### src/rtl/irqh_pkg.sv
package irqh_pkg;

    // Core activity as seen by the controller
    typedef enum logic [0:0] {
        ST_RUN    = 1'b0,
        ST_HALTED = 1'b1
    } hstate_e;

endpackage

### src/rtl/irqh_prio.sv
module irqh_prio #(
    parameter int NUM_SRC    = 5,
    parameter int VEC_W      = 16,
    parameter int VEC_BASE   = 'h40,
    parameter int VEC_STRIDE = 8,
    localparam int IDX_W     = (NUM_SRC > 1) ? $clog2(NUM_SRC) : 1
) (
    input  logic [NUM_SRC-1:0] pend_i,
    output logic               any_o,
    output logic [IDX_W-1:0]   idx_o,
    output logic [VEC_W-1:0]   vec_o
);

    logic [NUM_SRC:0]   seen;
    logic [NUM_SRC-1:0] win;

    assign seen[0] = 1'b0;

    // Lowest index wins: a source is selected only if no lower one is pending
    for (genvar g = 0; g < NUM_SRC; g++) begin : g_chain
        assign win[g]    = pend_i[g] & ~seen[g];
        assign seen[g+1] = seen[g] | pend_i[g];
    end

    assign any_o = seen[NUM_SRC];

    always_comb begin
        idx_o = '0;
        for (int i = 0; i < NUM_SRC; i++) begin
            if (win[i]) idx_o = IDX_W'(i);
        end
    end

    assign vec_o = VEC_W'(VEC_BASE + VEC_STRIDE * int'(idx_o));

endmodule

### src/rtl/irqh_ime.sv
module irqh_ime (
    input  logic clk,
    input  logic rst_n,
    input  logic bnd_i,
    input  logic di_i,
    input  logic ei_i,
    input  logic reti_i,
    input  logic disp_i,
    output logic ime_q_o,
    output logic ime_next_o
);

    logic ime_q;
    logic ei_wait_q;

    // Enable state that results from the instruction at this boundary
    always_comb begin
        if (di_i)           ime_next_o = 1'b0;
        else if (reti_i)    ime_next_o = 1'b1;
        else if (ei_wait_q) ime_next_o = 1'b1;
        else                ime_next_o = ime_q;
    end

    always_ff @(posedge clk or negedge rst_n) begin
        if (!rst_n) begin
            ime_q     <= 1'b0;
            ei_wait_q <= 1'b0;
        end else if (disp_i) begin
            ime_q     <= 1'b0;
            ei_wait_q <= 1'b0;
        end else if (bnd_i) begin
            ime_q     <= ime_next_o;
            ei_wait_q <= ei_i && !di_i && !reti_i;
        end
    end

    assign ime_q_o = ime_q;


    di_clears_chk: assert property (@(posedge clk) disable iff (!rst_n)
        bnd_i && di_i |=> !ime_q);


    reti_sets_chk: assert property (@(posedge clk) disable iff (!rst_n)
        bnd_i && reti_i && !di_i && !disp_i |=> ime_q);


    ei_delay_chk: assert property (@(posedge clk) disable iff (!rst_n)
        bnd_i && ei_i && !ei_wait_q && !ime_q && !reti_i |=> !ime_q);


    ei_cancel_chk: assert property (@(posedge clk) disable iff (!rst_n)
        bnd_i && di_i |=> !ei_wait_q);

endmodule

### src/rtl/irqh_fsm.sv
module irqh_fsm
    import irqh_pkg::*;
#(
    parameter int VEC_W = 16
) (
    input  logic             clk,
    input  logic             rst_n,
    input  logic             instr_done_i,
    input  logic             halt_i,
    input  logic             pend_any_i,
    input  logic             ime_q_i,
    input  logic             ime_next_i,
    input  logic [VEC_W-1:0] vec_i,
    output logic             bnd_o,
    output logic             disp_now_o,
    output logic             disp_o,
    output logic [VEC_W-1:0] vec_o,
    output logic             halted_o,
    output logic             pc_hold_o
);

    hstate_e    state_q, state_d;
    logic       hold_d, hold_q;
    logic       disp_q;
    logic [VEC_W-1:0] vec_q;

    assign bnd_o = (state_q == ST_RUN) && instr_done_i;

    always_comb begin
        state_d    = state_q;
        disp_now_o = 1'b0;
        hold_d     = hold_q;
        unique case (state_q)
            ST_RUN: begin
                disp_now_o = bnd_o && ime_next_i && pend_any_i;
                if (bnd_o) begin
                    hold_d = halt_i && !ime_next_i && pend_any_i;
                    if (halt_i && !pend_any_i) state_d = ST_HALTED;
                end
            end
            ST_HALTED: begin
                hold_d     = 1'b0;
                disp_now_o = pend_any_i && ime_q_i;
                if (pend_any_i) state_d = ST_RUN;
            end
        endcase
    end

    // State register
    always_ff @(posedge clk or negedge rst_n) begin
        if (!rst_n) state_q <= ST_RUN;
        else        state_q <= state_d;
    end

    // Registered outputs
    always_ff @(posedge clk or negedge rst_n) begin
        if (!rst_n) begin
            disp_q <= 1'b0;
            vec_q  <= '0;
            hold_q <= 1'b0;
        end else begin
            disp_q <= disp_now_o;
            hold_q <= hold_d;
            if (disp_now_o) vec_q <= vec_i;
        end
    end

    assign disp_o    = disp_q;
    assign vec_o     = vec_q;
    assign pc_hold_o = hold_q;
    assign halted_o  = (state_q == ST_HALTED);


    wake_on_pend_chk: assert property (@(posedge clk) disable iff (!rst_n)
        state_q == ST_HALTED && pend_any_i |=> state_q == ST_RUN);


    hold_only_running_chk: assert property (@(posedge clk) disable iff (!rst_n)
        hold_q |-> state_q == ST_RUN);


    halted_ignores_bnd_chk: assert property (@(posedge clk) disable iff (!rst_n)
        state_q == ST_HALTED && !pend_any_i |=> state_q == ST_HALTED);

endmodule

### src/rtl/irq_halt_ctrl.sv
module irq_halt_ctrl #(
    parameter int NUM_SRC    = 5,
    parameter int VEC_W      = 16,
    parameter int VEC_BASE   = 'h40,
    parameter int VEC_STRIDE = 8
) (
    input  logic               clk,
    input  logic               rst_n,
    input  logic               instr_done,
    input  logic               op_di,
    input  logic               op_ei,
    input  logic               op_reti,
    input  logic               op_halt,
    input  logic [NUM_SRC-1:0] int_enable,
    input  logic [NUM_SRC-1:0] int_request,
    output logic               ime,
    output logic               irq_dispatch,
    output logic [VEC_W-1:0]   irq_vector,
    output logic               halted,
    output logic               pc_hold
);

    localparam int IDX_W = (NUM_SRC > 1) ? $clog2(NUM_SRC) : 1;

    logic [NUM_SRC-1:0] pend_w;
    logic               pend_any;
    logic [IDX_W-1:0]   prio_idx;
    logic [VEC_W-1:0]   prio_vec;
    logic               bnd;
    logic               disp_now;
    logic               ime_q;
    logic               ime_next;

    assign pend_w = int_enable & int_request;

    irqh_prio #(
        .NUM_SRC   (NUM_SRC),
        .VEC_W     (VEC_W),
        .VEC_BASE  (VEC_BASE),
        .VEC_STRIDE(VEC_STRIDE)
    ) prio_i (
        .pend_i(pend_w),
        .any_o (pend_any),
        .idx_o (prio_idx),
        .vec_o (prio_vec)
    );

    irqh_ime ime_i (
        .clk       (clk),
        .rst_n     (rst_n),
        .bnd_i     (bnd),
        .di_i      (op_di),
        .ei_i      (op_ei),
        .reti_i    (op_reti),
        .disp_i    (disp_now),
        .ime_q_o   (ime_q),
        .ime_next_o(ime_next)
    );

    irqh_fsm #(
        .VEC_W(VEC_W)
    ) fsm_i (
        .clk         (clk),
        .rst_n       (rst_n),
        .instr_done_i(instr_done),
        .halt_i      (op_halt),
        .pend_any_i  (pend_any),
        .ime_q_i     (ime_q),
        .ime_next_i  (ime_next),
        .vec_i       (prio_vec),
        .bnd_o       (bnd),
        .disp_now_o  (disp_now),
        .disp_o      (irq_dispatch),
        .vec_o       (irq_vector),
        .halted_o    (halted),
        .pc_hold_o   (pc_hold)
    );

    assign ime = ime_q;


    disp_clears_ime_chk: assert property (@(posedge clk) disable iff (!rst_n)
        irq_dispatch |-> !ime);


    prio_lowest_chk: assert property (@(posedge clk) disable iff (!rst_n)
        pend_any |-> pend_w[prio_idx] &&
                     ((pend_w & ~({NUM_SRC{1'b1}} << prio_idx)) == '0));


    halt_disp_excl_chk: assert property (@(posedge clk) disable iff (!rst_n)
        irq_dispatch |-> !halted);


    no_pend_no_disp_chk: assert property (@(posedge clk) disable iff (!rst_n)
        !pend_any |=> !irq_dispatch);

endmodule

### config.mk
export PLATFORM = sky130hd
export DESIGN_NAME = irq_halt_ctrl
export DESIGN_NICKNAME = d
export VERILOG_FILES = /design/src/rtl/irqh_pkg.sv /design/src/rtl/irqh_prio.sv /design/src/rtl/irqh_ime.sv /design/src/rtl/irqh_fsm.sv /design/src/rtl/irq_halt_ctrl.sv
export SDC_FILE = /design/constraint.sdc
export NUM_CORES = 1
export LEC_CHECK = 0
export ABC_AREA = 1
export BUFFER_PORTS_ARGS = -buffer_cell sky130_fd_sc_hd__buf_4
export CORE_MARGIN = 10
export CORE_UTILIZATION = 38
export CTS_BUF_LIST = sky130_fd_sc_hd__clkbuf_8
export DETAILED_ROUTE_END_ITERATION = 6
export PLACE_DENSITY = 0.82
export SETUP_SLACK_MARGIN = 0.15
export SYNTH_ARGS = -nofsm -noshare
export SYNTH_HDL_FRONTEND = slang
export SYNTH_SLANG_ARGS = --single-unit
### constraint.sdc
create_clock -name clk -period 1.2 [get_ports clk]
set_clock_uncertainty 0.2 [all_clocks]
set_input_delay 0.36 -clock clk [delete_from_list [all_inputs] [get_ports clk]]
set_output_delay 0.36 -clock clk [all_outputs]
set_load 0.01 [all_outputs]
Word level (Yosys, flattened, before mapping)
Index checks and enable logic that the tools add are counted.

Bits in registers: 21. Input port bits: 17. Output and inout bits: 20.

Add/subtract/negate cells: 1. Eq/ne operators: 1. Muxes and demuxes: 18. Bitwise gates (word level): 14. Reduce and logical (&&, ||, !) cells: 14.

Operator list (count): 1-bit 2-to-1 mux (12); 1-bit logical AND (9); 3-bit 2-to-1 mux (3); 7-bit by 6-bit adder with 8-bit output, first input constant (1); 1-bit one-hot mux with 2 select lines (3); 5-bit AND (1); 1-bit NOT (5); 1-bit AND (4); 1-bit zero test (4); 1-bit bitwise OR (4); 2-bit by 1-bit inequality test with 1-bit output, second input constant (1); 2-bit nonzero test (1).

Depth between registers and ports, before layout
Gate-level depths: netlist of the first run.

Depth in word-level cells: 10. Gate-level depth with buffers: 8. Depth with buffers taken out: 8.

Cells and area by module
From an unflattened synthesis of the first run, not the netlist that was laid out.

Cells, all modules: 141. Area, all modules: 1117.3 um^2.

By module, submodules not included: irqh_fsm (times used 1, cells an instance 86, area an instance 790.8 um^2, sequential area each 475.5 um^2); irqh_prio (times used 1, cells an instance 29, area an instance 175.2 um^2, sequential area each 0.0 um^2); irqh_ime (times used 1, cells an instance 16, area an instance 113.9 um^2, sequential area each 50.0 um^2); irq_halt_ctrl (times used 1, cells an instance 10, area an instance 37.5 um^2, sequential area each 0.0 um^2).

Worst setup path after synthesis of the first run
Ideal clock, no wire load.

Path type: register to register. Start: register fsm_i.state_q (netlist: fsm_i.halted_o). End: register fsm_i.vec_q[3] (netlist: fsm_i.vec_o[3]). Arrival time: 952 ps. Required time: 883 ps. Path slack: -69 ps. Cell stages (with the launch flop): 9. Clock period less this slack: 1269 ps. Path through: dfrtp_1 -> inv_2 -> nand2_2 -> nor2_4 -> nand2_4 -> nand2_4 -> nand2_4 -> nand2_1 -> nand2_1.

Cells in the longest elaborated chain, start to end: 5.

RTL lines: start, declared (RTL line irqh_fsm.sv:22) `hstate_e state_q, state_d;`; start signal, assigned (RTL line irqh_fsm.sv:52) `else state_q <= state_d;`; 1-bit NOT; 1-bit logical AND (RTL line irqh_fsm.sv:27) `assign bnd_o = (state_q == ST_RUN) && instr_done_i;`; 1-bit logical AND (2 in series) (RTL line irqh_fsm.sv:35) `disp_now_o = bnd_o && ime_next_i && pend_any_i;`; 1-bit one-hot mux with 2 select lines * (RTL line irqh_fsm.sv:33) `unique case (state_q)`; end signal, assigned (RTL line irqh_fsm.sv:64) `if (disp_now_o) vec_q <= vec_i;`; end, declared (RTL line irqh_fsm.sv:25) `logic [VEC_W-1:0] vec_q;`.

Mark *: on every way between the ends. The rest lies on a longest branch, timed or not. A chain may end at the register's enable or synchronous reset.

Final worst setup path of the first run
Start: register fsm_i.state_q (netlist: fsm_i.halted_o). End: output port halted.

RTL lines: end, declared (RTL line irq_halt_ctrl.sv:19) `output logic halted,`.

No word-level cell between the ends.

==> qor.csv, run 1 <==
stage,metric,value,unit
setup_path,Critical Path Start,fsm_i.halted_o,
route,DRC Markers,0,
global_routing,gr ovfl total,0,
setup_path,Worst Path Max Fanout,2,
global_routing,pin count of the biggest net entering global routing,10,
route,DR vias,588,
setup_path,Worst Path Required,0.64,ns
route,"antenna viol nets, final",0,
setup_path,cell family with most CP delay,flip-flops,
global_routing,global-route wire length before repair,2560,um
run_status,status,"finished, violations left",
die,height of the die,59.2,um
power,Comb power frac,33.6,%
timing,max-slew violation count,0,
setup_path,worst-path cell chain,buf_6 > buf_6,
clocking,CTS root buf,clkbuf_8,
synthesis,Synthesis Warnings,0,
worst_hold_path,hold path startpoint,op_halt,
power,VDD IR max,1.01,mV
clocking,TritonCTS Buffers,3,
power,sw power,301,uW
final_layout,layout cells sized above 1,52.1,%
synthesis,register area share after synthesis,38.6,%
global_routing,vias in the first global route,625,
route,1st-iter DRT viols,5,
die,Rows,14,
flow_run,Max Cap Viol,0,
global_routing,global-route usage over all layers,9.44,%
die,Initial Utilization,39.6,%
route,drt wl/cell,11.9,um
setup_path,Reg-to-Reg Start,fsm_i.halted_o,
synthesis,Synth Area per Inst,7.77,sq um
synthesis,post-synthesis cell type count,17,
timing,Final Hold Vio Count,0,
setup_path,CP Capture Type,output port,
synthesis,"FF+latch count, synth",9,
global_routing,initial antenna violation count,0,
setup_path,Worst EP arrival,0.88,ns
clocking,clock sink total,9,
timing,final setup margin,-0.239,ns
die,boundary pin count,37,
setup_path,Setup Crit Path Kind,flip-flop to output port,
final_layout,Area Growth Syn to Fin,72.1,%
setup_path,"slowest stage delay, CP",0.42,ns
route,WL final,1630,um
clocking,Skew-Pair Late Insertion Delay,0.23,ns
route,Vias/cell,4.29,
setup_path,WP buf/inv,2,
clocking,Worst-path clk slew,0.04,ns
power,P_leak,0.000567,uW
placement,PortBufs,24,
clocking,CTS H-tree depth,1,
worst_hold_path,worst min-delay path class,primary input to flip-flop,
power,Net Sw Frac,28.3,%
final_layout,Reg area,226,sq um
timing,Final Cycle Share,120,%
clocking,CTS tree,done,
timing,Final setup viols,17,
final_layout,area of the multi-input gates,299,sq um
placement,gpl congestion,0.734,
die,Die Area,0.00350,sq mm
clocking,clock buffer depth,2,
synthesis,Mapped Area,583,sq um
route,drt pass-1 iters,2,
power,share of power burned in registers,34.4,%
timing,RSZ-0062 raised after global routing,true,
die,die span in x,59.2,um
timing,Peak Freq,695,MHz
timing,fin crit period,1.44,ns
final_layout,Layout Nets,139,
placement,pre-CTS WS,-0.121,ns
setup_path,CP most frequent cell,buf_6,
setup_path,CP max stage cell,dfrtp_2,
power,P per Cell Area,1060,mW/mm^2
run_status,failing checks,setup timing,
die,core area,0.00147,sq mm
setup_path,Startpoint Class,flip-flop,
power,power share of the clock group,32.0,%
power,Cell Int Power,761,uW
placement,dpl hpwl,1210,um
synthesis,Mapped Cells,75,
final_layout,# diodes,0,
timing,Sum Neg Setup Slack,-2.49,ns
final_layout,Fillers,121,
-- worst paths after layout --
kind	to	slack, ns	cells past startpoint
max	halted	-0.24	2
min	fsm_i.halted_o	0.20	3
max reg2reg	fsm_i.vec_o[4]	-0.21	9
min reg2reg	fsm_i.vec_o[6]	0.28	2
max in group asynchronous	fsm_i.halted_o	0.36	2
min in group asynchronous	ime_i.ime_q_o	0.29	2
-- through the flow --
stage | instances | hold slack (ns) | power (uW) | util, % | instance area [sq um]
final | 137 | 0.200 | 1060 | 68.2 | 1000
after floorplan | 86 | -0.136 | 520 | - | 626
after global routing | 137 | 0.227 | 1130 | 68.2 | 1000
after global placement | 122 | -0.0140 | 630 | 54.1 | 796
after detailed placement | 122 | -0.0101 | 634 | 54.1 | 796
after CTS | 134 | 0.173 | 1060 | 65.5 | 963
-- synthesized netlist by cell type --
cell type	count	area, sq um
nand3_1	2	10.0
a22oi_1	1	7.51
conb_1	1	3.75
nand2_4	3	33.8
nor2_1	5	18.8
nand2_2	4	25.0
nand2_1	20	75.1
buf_4	12	90.1
inv_4	1	6.26
a31oi_1	1	6.26
inv_2	1	3.75
nor3_1	1	5.00
nor2_4	1	11.3
nor2_2	3	18.8
inv_1	6	22.5
a21oi_1	4	20.0
dfrtp_1	9	225
-- registers in the layout, summed over array words and instances, names as in the netlist --
name             flops
ime_i.ei_wait_q      1
ime_i.ime_q_o        1
fsm_i.vec_o          4
fsm_i.halted_o       1
fsm_i.pc_hold_o      1
fsm_i.disp_o         1
-- metal layers --
metal	up-vias	part of all wire [%]	global-route usage [%]
met5	-	0	0
met4	0	0.61	2.95
met3	2	12	6.44
met2	28	50	16.7
met1	260	37	8.41
li1	298	-	-
-- worst register-to-register path: stages (launching register included) --
cell     delay [ns]
dfrtp_2        0.42
buf_6          0.13
inv_4          0.06
nand2_4        0.05
nor2_4         0.13
nand2_4        0.06
nand2_4        0.07
nand2_4        0.07
nand2_1        0.07
nand2_1        0.05
-- power groups by stage --
| stage | clock (uW) | sequential (uW) | combinational, uW |
|---|---|---|---|
| 4_1_cts | 352 | 364 | 341 |
| 3_5_place_dp | 0 | 364 | 270 |
| 2_1_floorplan | 0 | 380 | 140 |
| 3_3_place_gp | 0 | 365 | 265 |
| 5_1_grt | 374 | 370 | 391 |
| 6_report | 340 | 365 | 357 |
-- layout by cell type, fill, tap and decap left out --
master         count
a22oi_1            1
inv_4              2
buf_6             14
nand2_1           19
dfrtp_2            1
nand2_4            4
dfrtp_1            8
buf_4             28
clkbuf_8           3
a21oi_1            2
a21oi_2            2
nor3_1             1
inv_1              7
dlygate4sd3_1      1
nor2_2             3
conb_1            12
a31oi_1            1
nand2_2            4
nand3_1            2
nor2_1             4
nor2_4             2
-- cell families (layout without fill, tap and decap cells) --
logic type      count (synthesis)  after routing  share of synthesized area [%]
flops                           9              9                           38.6
compound gates                  6              6                           5.80
simple gates                   39             39                           33.9
buf+inv                        20             55                           21.0
other cells                     1             12                          0.643
-- layout make-up --
| class | count | share of cell area, % |
|---|---|---|
| Inverter | 8 | 3.49 |
| Tap cell | 16 | 2.00 |
| Timing Repair Buffer | 43 | 37.7 |
| Multi-Input combinational cell | 57 | 29.8 |
| Clock inverter | 1 | 0.374 |
| Sequential cell | 9 | 22.6 |
| Clock buffer | 3 | 4.11 |
-- timing repair --
item                       in CTS  in global routing
buffers inserted                7                  3
hold buffers                    1                  0
setup endpoints to repair      17                 17
hold endpoints to repair        9                  0
resized for setup              16                  5
pin swaps                       2                  3
(Power assumes the default switching activity.)
==> run 2: changes to the inputs <==
--- a/config.mk
+++ b/config.mk
@@ -6,7 +6,7 @@
 export NUM_CORES = 1
 export LEC_CHECK = 0
 export ABC_AREA = 1
-export BUFFER_PORTS_ARGS = -buffer_cell sky130_fd_sc_hd__buf_4
+export BUFFER_PORTS_ARGS = -buffer_cell sky130_fd_sc_hd__buf_2
 export CORE_MARGIN = 10
 export CORE_UTILIZATION = 38
 export CTS_BUF_LIST = sky130_fd_sc_hd__clkbuf_8
==> constraint.sdc (replaced) <==
create_clock -name clk -period 1.3 [get_ports clk]
set_clock_uncertainty 0.2 [all_clocks]
set_input_delay 0.39 -clock clk [delete_from_list [all_inputs] [get_ports clk]]
set_output_delay 0.39 -clock clk [all_outputs]
set_load 0.01 [all_outputs]
==> run 2 against run 1 <==
Setup slack improved by 0.15 ns. Via count decreased by 6.5%. Global-route usage decreased by 0.81 points. Critical endpoint unchanged. First-iteration DRC count increased by 40%. Register-to-register slack improved by 0.15 ns. Hold slack improved by 0.039 ns. Total power decreased by 16%. Highest routed layer is now met3. The flow still finishes with violations (setup timing).
==> qor.csv, run 2 (synthesis gave the netlist of run 1 again) <==
stage,metric,value,unit
power,power share of the clock group,34.7,%
clocking,CTS root buf,clkbuf_8,
final_layout,# diodes,0,
global_routing,pin count of the biggest net entering global routing,10,
die,Rows,14,
placement,gpl congestion,0.726,
setup_path,Worst Path Max Fanout,5,
setup_path,WP buf/inv,1,
route,1st-iter DRT viols,7,
global_routing,initial antenna violation count,0,
global_routing,gr ovfl total,0,
power,sw power,263,uW
timing,Final Cycle Share,107,%
global_routing,global-route wire length before repair,2330,um
global_routing,global-route usage over all layers,8.63,%
route,DRC Markers,0,
timing,max-slew violation count,0,
power,Comb power frac,27.9,%
setup_path,CP max stage cell,dfrtp_2,
timing,Final Hold Vio Count,0,
final_layout,most frequent cells in the layout,"buf_2 (23), nand2_1 (19), conb_1 (12)",
setup_path,Startpoint Class,flip-flop,
die,boundary pin count,37,
clocking,TritonCTS Buffers,3,
flow_run,Max Cap Viol,0,
power,Net Sw Frac,29.4,%
placement,Post-DP Area,698,sq um
route,DR vias,550,
power,PnR Total Power,894,uW
timing,RSZ-0062 raised after global routing,true,
die,Die Area,0.00350,sq mm
setup_path,Worst Path Required,0.71,ns
route,drt wl/cell,11.7,um
power,P_leak,0.000500,uW
setup_path,cell family with most CP delay,flip-flops,
final_layout,Area Growth Syn to Fin,43.1,%
clocking,CTS tree,done,
die,die span in x,59.2,um
timing,fin crit period,1.39,ns
power,VDD IR max,0.574,mV
final_layout,layout cells sized above 1,47.4,%
worst_hold_path,worst min-delay path class,primary input to flip-flop,
placement,pre-CTS WS,-0.0511,ns
clocking,CTS H-tree depth,1,
final_layout,"commonest non-fill, non-tap cell in the layout",buf_2,
route,"antenna viol nets, final",0,
final_layout,Layout Nets,132,
power,Cell Int Power,632,uW
placement,dpl hpwl,1180,um
timing,Sum Neg Setup Slack,-0.551,ns
power,P per Cell Area,1070,mW/mm^2
route,Vias/cell,4.23,
clocking,Worst-path clk slew,0.04,ns
timing,Peak Freq,719,MHz
placement,PortBufs,24,
timing,Final setup viols,12,
power,share of power burned in registers,37.4,%
die,Initial Utilization,39.6,%
clocking,Skew-Pair Late Insertion Delay,0.23,ns
run_status,failing checks,setup timing,
setup_path,Setup Crit Path Kind,flip-flop to output port,
setup_path,Worst EP arrival,0.80,ns
setup_path,worst-path cell chain,buf_6,
final_layout,max reg flops,4,
final_layout,design area,835,sq um
setup_path,CP Capture Type,output port,
die,height of the die,59.2,um
timing,final setup margin,-0.0910,ns
route,drt pass-1 iters,2,
setup_path,"slowest stage delay, CP",0.44,ns
die,core area,0.00147,sq mm
final_layout,Fillers,143,
clocking,clock sink total,9,
clocking,clock buffer depth,2,
global_routing,vias in the first global route,561,
route,WL final,1520,um
run_status,status,"finished, violations left",
[run 2: changes by cell type in the layout (fill, tap and decap cells not counted), sizes merged]
cell  delta
buf      -7
[run 2: worst paths after layout]
path | start | endpoint | slack, ns | cells after the start
setup / recovery | fsm_i.halted_o | halted | -0.09 | 1
hold / removal | op_ei | ime_i.ei_wait_q | 0.24 | 3
setup reg to reg | fsm_i.halted_o | ime_i.ime_q_o | -0.06 | 8
hold reg to reg | fsm_i.vec_o[5] | fsm_i.vec_o[5] | 0.28 | 2
max in group asynchronous | rst_n | fsm_i.halted_o | 0.36 | 2
min in group asynchronous | rst_n | fsm_i.disp_o | 0.35 | 2
[run 2: layout make-up]
class / instances / area [sq um] / area share (%)
Multi-Input combinational cell: 57 / 292 / 34.9
Sequential cell: 9 / 226 / 27.1
Timing Repair Buffer: 36 / 219 / 26.2
Clock buffer: 3 / 41.3 / 4.95
Inverter: 8 / 32.5 / 3.90
Tap cell: 16 / 20.0 / 2.40
Clock inverter: 1 / 3.75 / 0.450
[run 2: power groups by stage]
| stage | Sequential, uW | Clock [uW] | Combinational (uW) |
|---|---|---|---|
| after floorplan | 351 | 0 | 129 |
| after global placement | 336 | 0 | 200 |
| after detailed placement | 338 | 0 | 203 |
| after CTS | 333 | 321 | 236 |
| after global routing | 339 | 344 | 277 |
| final | 335 | 310 | 250 |
[run 2: repair_timing]
| action | 4_1_cts | 5_1_grt |
|---|---|---|
| gates resized for setup | 1 | 4 |
| pin swaps | 1 | 0 |
| gates cloned | 0 | 0 |
| hold buffers | 1 | 0 |
| endpoints found under the setup margin | 16 | 16 |
| endpoints found under the hold margin | 9 | 0 |
| setup buffers | 6 | 2 |
[run 2: metrics by stage]
step	util (%)	hold WS [ns]	instances
finish	56.7	0.239	130
CTS	54.7	0.239	128
global placement	47.4	0.0453	117
global route	56.7	0.260	130
detailed placement	47.4	0.0508	117
floorplan	-	-0.106	86
[run 2: routing by layer]
layer	vias to the layer above	GRT usage (%)	part of all wire [%]
li1	283	-	-
met1	242	8.68	38
met2	25	14.3	50
met3	0	4.72	12
met4	0	3.93	0
met5	-	0	0
